===== config.mk =====
export PLATFORM = sky130hd
export DESIGN_NAME = auxreg_bank_ctrl
export DESIGN_NICKNAME = d
export VERILOG_FILES = /design/src/rtl/auxreg_pkg.sv /design/src/rtl/auxreg_decode.sv /design/src/rtl/auxreg_judge.sv /design/src/rtl/auxreg_store.sv /design/src/rtl/auxreg_bank_ctrl.sv
export SDC_FILE = /design/constraint.sdc
export NUM_CORES = 1
export LEC_CHECK = 0
export BUFFER_PORTS_ARGS = -buffer_cell sky130_fd_sc_hd__buf_2
export CORE_AREA = 2 2 105 107
export CTS_CLUSTER_DIAMETER = 50
export DETAILED_ROUTE_END_ITERATION = 8
export DIE_AREA = 0 0 107 109
export RECOVER_POWER = 100
export SLEW_MARGIN = 20
export SYNTH_ARGS = -nofsm -noshare
export SYNTH_HDL_FRONTEND = slang
export SYNTH_SLANG_ARGS = --single-unit

===== constraint.sdc =====
create_clock -name clk -period 6.9 [get_ports clk]
set_clock_uncertainty 0.1 [all_clocks]
set_input_delay 0 -clock clk [delete_from_list [all_inputs] [get_ports clk]]
set_output_delay 0 -clock clk [all_outputs]
set_load 0.005 [all_outputs]

===== src/rtl/auxreg_pkg.sv =====
package auxreg_pkg;

  localparam int NSLOT = 2;

  typedef enum logic [1:0] {
    LVL_USR = 2'd0,
    LVL_KRN = 2'd1,
    LVL_HYP = 2'd2,
    LVL_MON = 2'd3
  } priv_e;

  typedef enum logic [1:0] {
    VERDICT_OK,
    VERDICT_UNDEF,
    VERDICT_TRAP64,
    VERDICT_TRAP32
  } verdict_e;

  typedef enum logic [1:0] {
    COPY_FLAT,
    COPY_NSEC,
    COPY_SEC
  } copy_e;

  // Trap checks in fixed priority: group trap before auxiliary trap,
  // 64-bit flavour before 32-bit flavour within each.
  function automatic verdict_e judge(input priv_e lvl, input logic hyp_en,
                                     input logic hyp_is32, input logic grp_trap,
                                     input logic aux_trap);
    verdict_e v;
    v = VERDICT_OK;
    if (lvl == LVL_USR) begin
      v = VERDICT_UNDEF;
    end else if (lvl == LVL_KRN && hyp_en) begin
      if (grp_trap && !hyp_is32)      v = VERDICT_TRAP64;
      else if (grp_trap && hyp_is32)  v = VERDICT_TRAP32;
      else if (aux_trap && !hyp_is32) v = VERDICT_TRAP64;
      else if (aux_trap && hyp_is32)  v = VERDICT_TRAP32;
    end
    return v;
  endfunction

  function automatic copy_e pick_copy(input priv_e lvl, input logic mon_present,
                                      input logic mon_is32, input logic nonsec);
    if (lvl == LVL_MON) return nonsec ? COPY_NSEC : COPY_SEC;
    return (mon_present && mon_is32) ? COPY_NSEC : COPY_FLAT;
  endfunction

  // The unbanked copy shares the non-secure slot (slot 0); secure is slot 1.
  function automatic logic copy_to_slot(input copy_e c);
    return (c == COPY_SEC);
  endfunction

endpackage


===== src/rtl/auxreg_decode.sv =====
module auxreg_decode #(
  parameter int          CP_W  = 4,
  parameter int          OP1_W = 3,
  parameter int          CR_W  = 4,
  parameter int          OP2_W = 3,
  parameter logic [3:0]  MATCH_CP  = 4'd15,
  parameter logic [2:0]  MATCH_OP1 = 3'd0,
  parameter logic [3:0]  MATCH_CRN = 4'd1,
  parameter logic [3:0]  MATCH_CRM = 4'd0,
  parameter logic [2:0]  MATCH_OP2 = 3'd3
) (
  input  logic [CP_W-1:0]  cp,
  input  logic [OP1_W-1:0] op1,
  input  logic [CR_W-1:0]  crn,
  input  logic [CR_W-1:0]  crm,
  input  logic [OP2_W-1:0] op2,
  output logic             hit
);
  assign hit = (cp  == CP_W'(MATCH_CP))  &&
               (op1 == OP1_W'(MATCH_OP1)) &&
               (crn == CR_W'(MATCH_CRN))  &&
               (crm == CR_W'(MATCH_CRM))  &&
               (op2 == OP2_W'(MATCH_OP2));
endmodule


===== src/rtl/auxreg_judge.sv =====
module auxreg_judge
  import auxreg_pkg::*;
(
  input  logic [1:0] priv_lvl,
  input  logic       hyp_enabled,
  input  logic       hyp_is32,
  input  logic       hyp_grp_trap,
  input  logic       hyp_aux_trap,
  input  logic       mon_present,
  input  logic       mon_is32,
  input  logic       nonsec,
  output verdict_e   verdict,
  output logic       slot_sel
);
  priv_e lvl;
  copy_e copy;

  assign lvl      = priv_e'(priv_lvl);
  assign verdict  = judge(lvl, hyp_enabled, hyp_is32, hyp_grp_trap, hyp_aux_trap);
  assign copy     = pick_copy(lvl, mon_present, mon_is32, nonsec);
  assign slot_sel = copy_to_slot(copy);
endmodule


===== src/rtl/auxreg_store.sv =====
module auxreg_store #(
  parameter int DW    = 32,
  parameter int NSLOT = 2,
  localparam int SW   = (NSLOT > 1) ? $clog2(NSLOT) : 1
) (
  input  logic                     clk,
  input  logic                     rst_n,
  input  logic                     wr_en,
  input  logic [SW-1:0]            wr_slot,
  input  logic [DW-1:0]            wr_data,
  input  logic [SW-1:0]            rd_slot,
  output logic [DW-1:0]            rd_data,
  output logic [NSLOT-1:0][DW-1:0] slot_q
);
  logic [DW-1:0] mem_q [NSLOT];

  for (genvar g = 0; g < NSLOT; g++) begin : g_slot
    always_ff @(posedge clk) begin
      if (!rst_n)                               mem_q[g] <= '0;
      else if (wr_en && wr_slot == SW'(g))      mem_q[g] <= wr_data;
    end
    assign slot_q[g] = mem_q[g];
  end

  assign rd_data = mem_q[rd_slot];
endmodule


===== src/rtl/auxreg_bank_ctrl.sv =====
module auxreg_bank_ctrl
  import auxreg_pkg::*;
#(
  parameter int         DW        = 32,
  parameter int         SYN_W     = 6,
  parameter logic [5:0] TRAP_CODE = 6'h03
) (
  input  logic             clk,
  input  logic             rst_n,
  input  logic             req_valid,
  input  logic             req_write,
  input  logic [3:0]       req_cp,
  input  logic [2:0]       req_op1,
  input  logic [3:0]       req_crn,
  input  logic [3:0]       req_crm,
  input  logic [2:0]       req_op2,
  input  logic [1:0]       priv_lvl,
  input  logic             hyp_enabled,
  input  logic             hyp_is32,
  input  logic             hyp_grp_trap,
  input  logic             hyp_aux_trap,
  input  logic             mon_present,
  input  logic             mon_is32,
  input  logic             nonsec,
  input  logic [DW-1:0]    wdata,
  output logic [DW-1:0]    rdata,
  output logic             undef,
  output logic             trap_a64,
  output logic             trap_a32,
  output logic [SYN_W-1:0] trap_syndrome
);
  localparam int SW = (NSLOT > 1) ? $clog2(NSLOT) : 1;

  logic                     req_hit;
  logic                     req_live;
  verdict_e                 verdict;
  logic                     slot_sel;
  logic                     access_ok;
  logic                     wr_fire;
  logic                     rd_fire;
  logic [DW-1:0]            slot_rd;
  logic [NSLOT-1:0][DW-1:0] slot_q;

  auxreg_decode u_decode (
    .cp (req_cp), .op1 (req_op1), .crn (req_crn), .crm (req_crm), .op2 (req_op2),
    .hit (req_hit)
  );

  auxreg_judge u_judge (
    .priv_lvl     (priv_lvl),
    .hyp_enabled  (hyp_enabled),
    .hyp_is32     (hyp_is32),
    .hyp_grp_trap (hyp_grp_trap),
    .hyp_aux_trap (hyp_aux_trap),
    .mon_present  (mon_present),
    .mon_is32     (mon_is32),
    .nonsec       (nonsec),
    .verdict      (verdict),
    .slot_sel     (slot_sel)
  );

  assign req_live  = req_valid && req_hit;
  assign access_ok = req_live && (verdict == VERDICT_OK);
  assign wr_fire   = access_ok && req_write;
  assign rd_fire   = access_ok && !req_write;

  auxreg_store #(.DW(DW), .NSLOT(NSLOT)) u_store (
    .clk     (clk),
    .rst_n   (rst_n),
    .wr_en   (wr_fire),
    .wr_slot (SW'(slot_sel)),
    .wr_data (wdata),
    .rd_slot (SW'(slot_sel)),
    .rd_data (slot_rd),
    .slot_q  (slot_q)
  );

  assign undef         = req_live && (verdict == VERDICT_UNDEF);
  assign trap_a64      = req_live && (verdict == VERDICT_TRAP64);
  assign trap_a32      = req_live && (verdict == VERDICT_TRAP32);
  assign trap_syndrome = (trap_a64 || trap_a32) ? SYN_W'(TRAP_CODE) : '0;
  assign rdata         = rd_fire ? slot_rd : '0;
endmodule


# == After elaboration in Yosys (flattened, before gate mapping) ==
# Memory sizes are Yosys's and may differ from the RTL's.
# Cells that the tools add are included.
# W data, S select, Z words.
# word_totals
ff_bits,0
ram_bits,64
output_inout_bits,41
n_memories,1
# memory_table
memory,words,word_bits,read_ports,rd_ports_with_merged_regs,write_ports,line_no,source
u_store.mem_q,2,32,1,0,2,auxreg_store.sv:15,logic [DW-1:0] mem_q [NSLOT];
# op_classes
n_eq_ne,9
mux,22
bitwise_logic,3
n_reduce_logical,26
# ops
cell,count
$mux W32,3
$mux W2,10
$logic_and A1 B1 Y1,19
$mux W1,9
$eq A2 B2 Y1 const B,4
$eq A2 B1 Y1 const B,2
$eq A4 B1 Y1 const B,1
$eq A4 B4 Y1 const B,1
$logic_not A2 Y1,2
$logic_not A4 Y1,1
$eq A3 B2 Y1 const B,1
$logic_not A3 Y1,1
$logic_not A1 Y1,2
$or A1 B1 Y1,2
$logic_or A1 B1 Y1,1
$not A1 Y1,1

# == Logic depth before layout (Yosys ltp) ==
# Gate-level depths: netlist of the first run.
# depth
ltp_word,15
depth_mapped,6
depth_no_buf,4

# == Hierarchy ==
# A second synthesis of the first run with hierarchy kept.
# hier_totals
hier_cells,276
hier_area_um2,3374.5
# by_module_without_submodules
module,instances,cells_per_inst,area_each_um2,seq_area_each_um2
auxreg_store,1,212,2907.8,1921.8
auxreg_bank_ctrl,1,51,370.4,0.0
auxreg_decode,1,7,56.3,0.0
auxreg_judge,1,6,40.0,0.0

# == Worst setup path before layout of the first run ==
# Ideal clock, no wire load.
# synth_timing
path_type,input port to flip-flop
start,input port req_op1[0]
end,memory u_store.mem_q[0][0] (enable)
setup_ns,0.510
arrival_ns,4.513
setup_slack_ns,1.777
stages,4
n_path_buf,0
cell_sequence,or4b_2 nor4_4 nand2_2 o41ai_1
# synth_lines
element,line_no,source
"start, declared",auxreg_bank_ctrl.sv:13,"input logic [2:0] req_op1,"
"end, declared",auxreg_store.sv:15,

==> out/results.ini, run 1 <==
[route]
drc=0
detailroute.wirelength.met2_mm=4.16
drt_iter0_markers=169
met3_length_um=503
via_per_inst=4.75
wl_met1_mm=3.70
detailroute.via_count=2740
top_signal_layer_used=met4
wl_mm=8.46
final_antenna_net_count=0
routed_wire_length_per_instance_um=14.7
first_pass_iteration_count_of_the_detailed_router=4

[floorplan]
fp.dieW_um=107
initial_utilization=0.293
die_area_um2=11700
chipHeight_um=109
coreArea_um2=10600
row_count=38
boundaryPins=104

[clock_network]
cts.htree.levels=3
cts.clk_slew.worst_paths_ns=0.07
post-cts-setup-buffer-count=0
tritoncts=done
cts_buffer_depth=2
clockRootBuffer=clkbuf_8
cts_inserted_buffers=9
clkSinkCount=64

[sta]
worst_slack_ns=2.39
max_clock_freq_mhz=222
worstMarginPinSlew_ns=2.01
hold_violations=0
post-route-min-period_ns=4.51
fin_setup_tns_ns=0
report.final.slew_viol_count=66
final_min_period_over_clock_period=0.653
report.final.setup_viol=0
rsz0062_at_grt=no
max_slew_margin=-0.340

[logic_synthesis]
avgSynthCellArea_um2=9.88
synth-edff-count=64
ys.warnings.count=0
synth_top_cell_by_area=edfxtp_1
synth.top_cell.area_share=0.618
synth.cell_area_um2=3110
netlist-cell-type-count=27
synth.ff_latch_count=64
synth_ff_type=edfxtp_1
synth_most_common_cell=nand2_1
syn_inst=315
synth.top_cells.by_area=edfxtp_1 (62%), nand2_1 (12%), nor4_1 (6.4%)
yosys-top-cells-count=nand2_1 (97), edfxtp_1 (64), nor2_1 (35)
seq_area_frac_synth=0.618
async_flop_share=0

[cells_and_area]
largest_reg_flops=64
post_route_cells_drive_above_1_share=0.220
registers.top_by_ff_count=u_store.mem_q
layout.filler_cells=1066
layout-area-overhead-vs-synth_pct=33.1
antenna_cells=0
final_cells=577
largestRegisters=u_store.mem_q x64
design.final.nets=495

[setup_path]
critPathLaunchType=primary input
cp-end-kind=register
timing.critical_path.max_delay_family=simple AND/OR/NAND/NOR gates
worstPathBufferInverterCount=2
crit_chain=buf_2 -> or4b_2 -> nor4_1 -> nand2_1 -> o41ai_1 -> clkbuf_1
critical-path-max-stage-delay_ns=1.48
timing.critical_path.arrival_ns=4.33
required_time_at_the_endpoint_of_the_critical_path_ns=6.72
critical-path-slowest-cell=clkbuf_1
setup.worst_path.start=req_op1[0]
timing.critical_path.fanout_max=35
critPathKind=in -> reg

[hold_path]
hold_path_end=u_store.mem_q[1][28]$_SDFFCE_PN0P_
worst_hold_path_type=in -> reg
min-delay-start=rst_n
min_path_cells=2

[global_routing]
number_of_antenna_violations_at_the_first_check_in_global_routing=0
globalRouteOverflowTotal=0
grt_util_all_layers=0.147
grt_pass1_wl_mm=13.2
number_of_global_route_vias_before_repair=2681
maximum_number_of_pins_on_one_net_before_global_route_repair=67

[placement]
port-buffer-count=97
hpwl_after_detailed_placement_mm=4.82
cell_total_after_placement=529
worst_setup_slack_post_dpl_ns=3.48
gp_congestion=0.721

[power]
power_density_nw_per_um2=201
net-switching-power_w=0.000189
power.share.clock=0.369
power.switching_fraction=0.227
cellLeakagePower_nw=1.50
vdd_ir_drop_max_uv=84.2
power_frac_seq=0.541
p_comb_frac=0.090
power.internal_w=0.000644

[status]
outcome=finished with violations
failed_checks=capacitance limit, slew limit

[flow_run]
max_cap_viols=2

logic make-up after synthesis:
logic type             after synthesis  synth area share
buffers and inverters               33            0.0531
AO/OA/AOI/OAI                       39            0.0680
AND/OR/NAND/NOR                    178             0.260
other                                1           0.00121
flip-flops                          64             0.618
cell usage in the layout, fill, tap and decap left out, drive strengths merged, types with 3 or more instances in the layout:
cell / instances
clkbuf: 49
edfxtp: 64
clkinv: 3
conb: 4
dlygate4sd3: 32
a21oi: 33
nor2: 35
buf: 66
nor4: 33
nand2: 98
final cells by class:
cell class	instances	area, um2	share of cell area
Sequential cell	64	1920	0.464
Multi-Input combinational cell	221	1050	0.254
Timing Repair Buffer	135	808	0.195
Tap cell	140	175	0.0423
Clock buffer	12	135	0.0326
Clock inverter	4	45.0	0.0109
Inverter	1	3.75	0.000907
routing by layer:
metal	GRT usage	vias to the layer above
li1	-	1339
met1	0.183	1287
met2	0.258	107
met3	0.0299	7
met4	0.0464	0
met5	0	-
timing repair:
item / 4_1_cts / 5_1_grt
resized for setup: 0 / 0
endpoints found under the setup margin: 0 / 0
hold buffers: 32 / 0
endpoints found under the hold margin: 64 / 0
power by group through the flow:
| stage | combinational [W] | sequential (W) | clock (W) |
|---|---|---|---|
| 2_1_floorplan | 0.0000334 | 0.000459 | 0 |
| 3_3_place_gp | 0.0000615 | 0.000458 | 0 |
| 3_5_place_dp | 0.0000629 | 0.000459 | 0 |
| 4_1_cts | 0.0000770 | 0.000450 | 0.000314 |
| 5_1_grt | 0.0000827 | 0.000452 | 0.000332 |
| 6_report | 0.0000753 | 0.000451 | 0.000307 |
worst max-delay path by stage:
| stage | slack (ns) | endpoint | depth (start not counted) |
|---|---|---|---|
| final | 2.39 | u_store.mem_q[0][2]$_SDFFCE_PN0P_ | 6 |
| after global routing | 2.07 | u_store.mem_q[0][3]$_SDFFCE_PN0P_ | 6 |
| after CTS | 3.84 | u_store.mem_q[1][5]$_SDFFCE_PN0P_ | 6 |
| after detailed placement | 3.48 | u_store.mem_q[1][5]$_SDFFCE_PN0P_ | 6 |
| after global placement | 3.54 | u_store.mem_q[1][1]$_SDFFCE_PN0P_ | 6 |
| after floorplan | 1.78 | u_store.mem_q[0][0]$_SDFFCE_PN0P_ | 4 |
through the flow:
step	hold slack (ns)	util	total power (W)	cell area (um2)
floorplan	-0.0698	-	0.000492	3120
global placement	0.145	0.350	0.000519	3710
detailed placement	0.150	0.350	0.000522	3710
CTS	0.0673	0.397	0.000841	4210
global route	0.0718	0.390	0.000867	4140
finish	0.0642	0.390	0.000833	4140
No activity file was read; power rests on OpenSTA's default activity.
==> run 2: changes to the inputs <==
==> constraint.sdc (replaced) <==
create_clock -name clk -period 3.9 [get_ports clk]
set_clock_uncertainty 0.1 [all_clocks]
set_input_delay 0 -clock clk [delete_from_list [all_inputs] [get_ports clk]]
set_output_delay 0 -clock clk [all_outputs]
set_load 0.005 [all_outputs]
==> run 2 against run 1 <==
The run still ends with capacitance limit, slew limit left. Hold slack gained 0.076 ns. Final area grew 0.73%. First-iteration DRC count shrank 9.5%. Critical path type unchanged. Critical endpoint is now u_store.mem_q[1][20]$_SDFFCE_PN0P_. Largest cell class unchanged.
==> out/results.ini, run 2 (synthesized netlist as in run 1, its figures left out) <==
[clock_network]
cts.htree.levels=3
cts.clk_slew.worst_paths_ns=0.06
cts-hold-fix-buffers=32
post-cts-setup-buffer-count=0
clockRootBuffer=clkbuf_8
clkSinkCount=64
cts_buffer_depth=2
cts-resized-gates=0
cts_inserted_buffers=9
tritoncts=done

[setup_path]
critical-path-max-stage-delay_ns=0.70
timing.critical_path.fanout_max=34
cp-end-kind=register
critical-path-slowest-cell=clkbuf_1
crit_chain=buf_2 -> or4b_2 -> nor4_1 -> nand2_2 -> clkbuf_1 -> o31ai_1 -> buf_4
timing.critical_path.arrival_ns=3.06
critPathKind=in -> reg
required_time_at_the_endpoint_of_the_critical_path_ns=3.81
critPathLaunchType=primary input
setup.worst_path.start=req_op1[0]

[cells_and_area]
layout-area-overhead-vs-synth_pct=34.0
largestRegisters=u_store.mem_q x64
multi_input_area_um2=1040
antenna_cells=0
largest_reg_flops=64
layout.cells.most_common_list=nand2_1 (97), buf_2 (64), edfxtp_1 (64)
design.final.nets=498
registers.top_by_ff_count=u_store.mem_q
final_core_util=0.393
layout.filler_cells=1075
post_route_cells_drive_above_1_share=0.214
seq_area_um2=1920
mostFrequentLayoutCell=nand2_1

[placement]
hpwl_after_detailed_placement_mm=5.05
port-buffer-count=97
gp_congestion=0.742
worst_setup_slack_post_dpl_ns=1.18

[hold_path]
worst_hold_path_type=in -> out
min-delay-start=hyp_is32

[power]
vdd_ir_drop_max_uv=171
cellLeakagePower_nw=1.50
design_power_total_w=0.00154
power_density_nw_per_um2=369

[status]
outcome=finished with violations
failed_checks=capacitance limit, slew limit

[sta]
hold_violations=0
report.final.slew_viol_count=35
worstMarginPinSlew_ns=1.73
max_clock_freq_mhz=317
worst_slack_ns=0.746
final_min_period_over_clock_period=0.809
rsz0062_at_grt=no
fin_setup_tns_ns=0
max_slew_margin=-0.151
report.final.setup_viol=0
post-route-min-period_ns=3.15

[route]
detailroute.via_count=2792
drc=0
routed_wire_length_per_instance_um=14.7
drt_iter0_markers=153
via_per_inst=4.81
wl_mm=8.51
first_pass_iteration_count_of_the_detailed_router=4
final_antenna_net_count=0

[floorplan]
row_count=38
coreArea_um2=10600
initial_utilization=0.293
boundaryPins=104
fp.dieW_um=107
chipHeight_um=109
die_area_um2=11700

[flow_run]
max_cap_viols=1

[global_routing]
grt_pass1_wl_mm=13.0
number_of_global_route_vias_before_repair=2654
number_of_antenna_violations_at_the_first_check_in_global_routing=0
maximum_number_of_pins_on_one_net_before_global_route_repair=46
globalRouteOverflowTotal=0
grt_util_all_layers=0.145

## run 2: cell type report
type                            instances  area share
Inverter                                1    0.000900
Timing Repair Buffer                  138       0.198
Tap cell                              140      0.0420
Multi-Input combinational cell        221       0.249
Clock inverter                          4      0.0165
Sequential cell                        64       0.461
Clock buffer                           12      0.0324
## run 2: worst max-delay path, delay by kind of cell
| family | cells | cell delay [ns] |
|---|---|---|
| compound gates | 1 | 0.59 |
| buf+inv | 3 | 1.13 |
| simple gates | 3 | 1.30 |
## run 2: routing by layer
| layer | GRT usage | vias to the layer above | wire length [um] |
|---|---|---|---|
| met5 | 0 | - | 0 |
| met4 | 0.0538 | 0 | 114 |
| met3 | 0.0227 | 9 | 468 |
| met2 | 0.249 | 109 | 4200 |
| met1 | 0.185 | 1328 | 3720 |
| li1 | - | 1346 | - |
## run 2: worst paths after layout
path / cells after the start / to / slack (ns)
worst max-delay path: 7 / u_store.mem_q[1][20]$_SDFFCE_PN0P_ / 0.75
worst min-delay path: 3 / trap_a64 / 0.14
## run 2: power by group
group,switching (W),internal [W],leakage (nW)
registers,0.00000860,0.000788,0.607
logic,0.0000748,0.0000585,0.794
clock network,0.000249,0.000358,0.102
total,0.000332,0.00120,1.50
## run 2: per-stage QoR
step,cell area (um2),cells,hold slack [ns]
final,4170,580,0.140
after global routing,4170,580,0.156
after CTS,4270,580,0.0755
after detailed placement,3740,532,0.157
after global placement,3740,532,0.145
after floorplan,3140,318,-0.0698
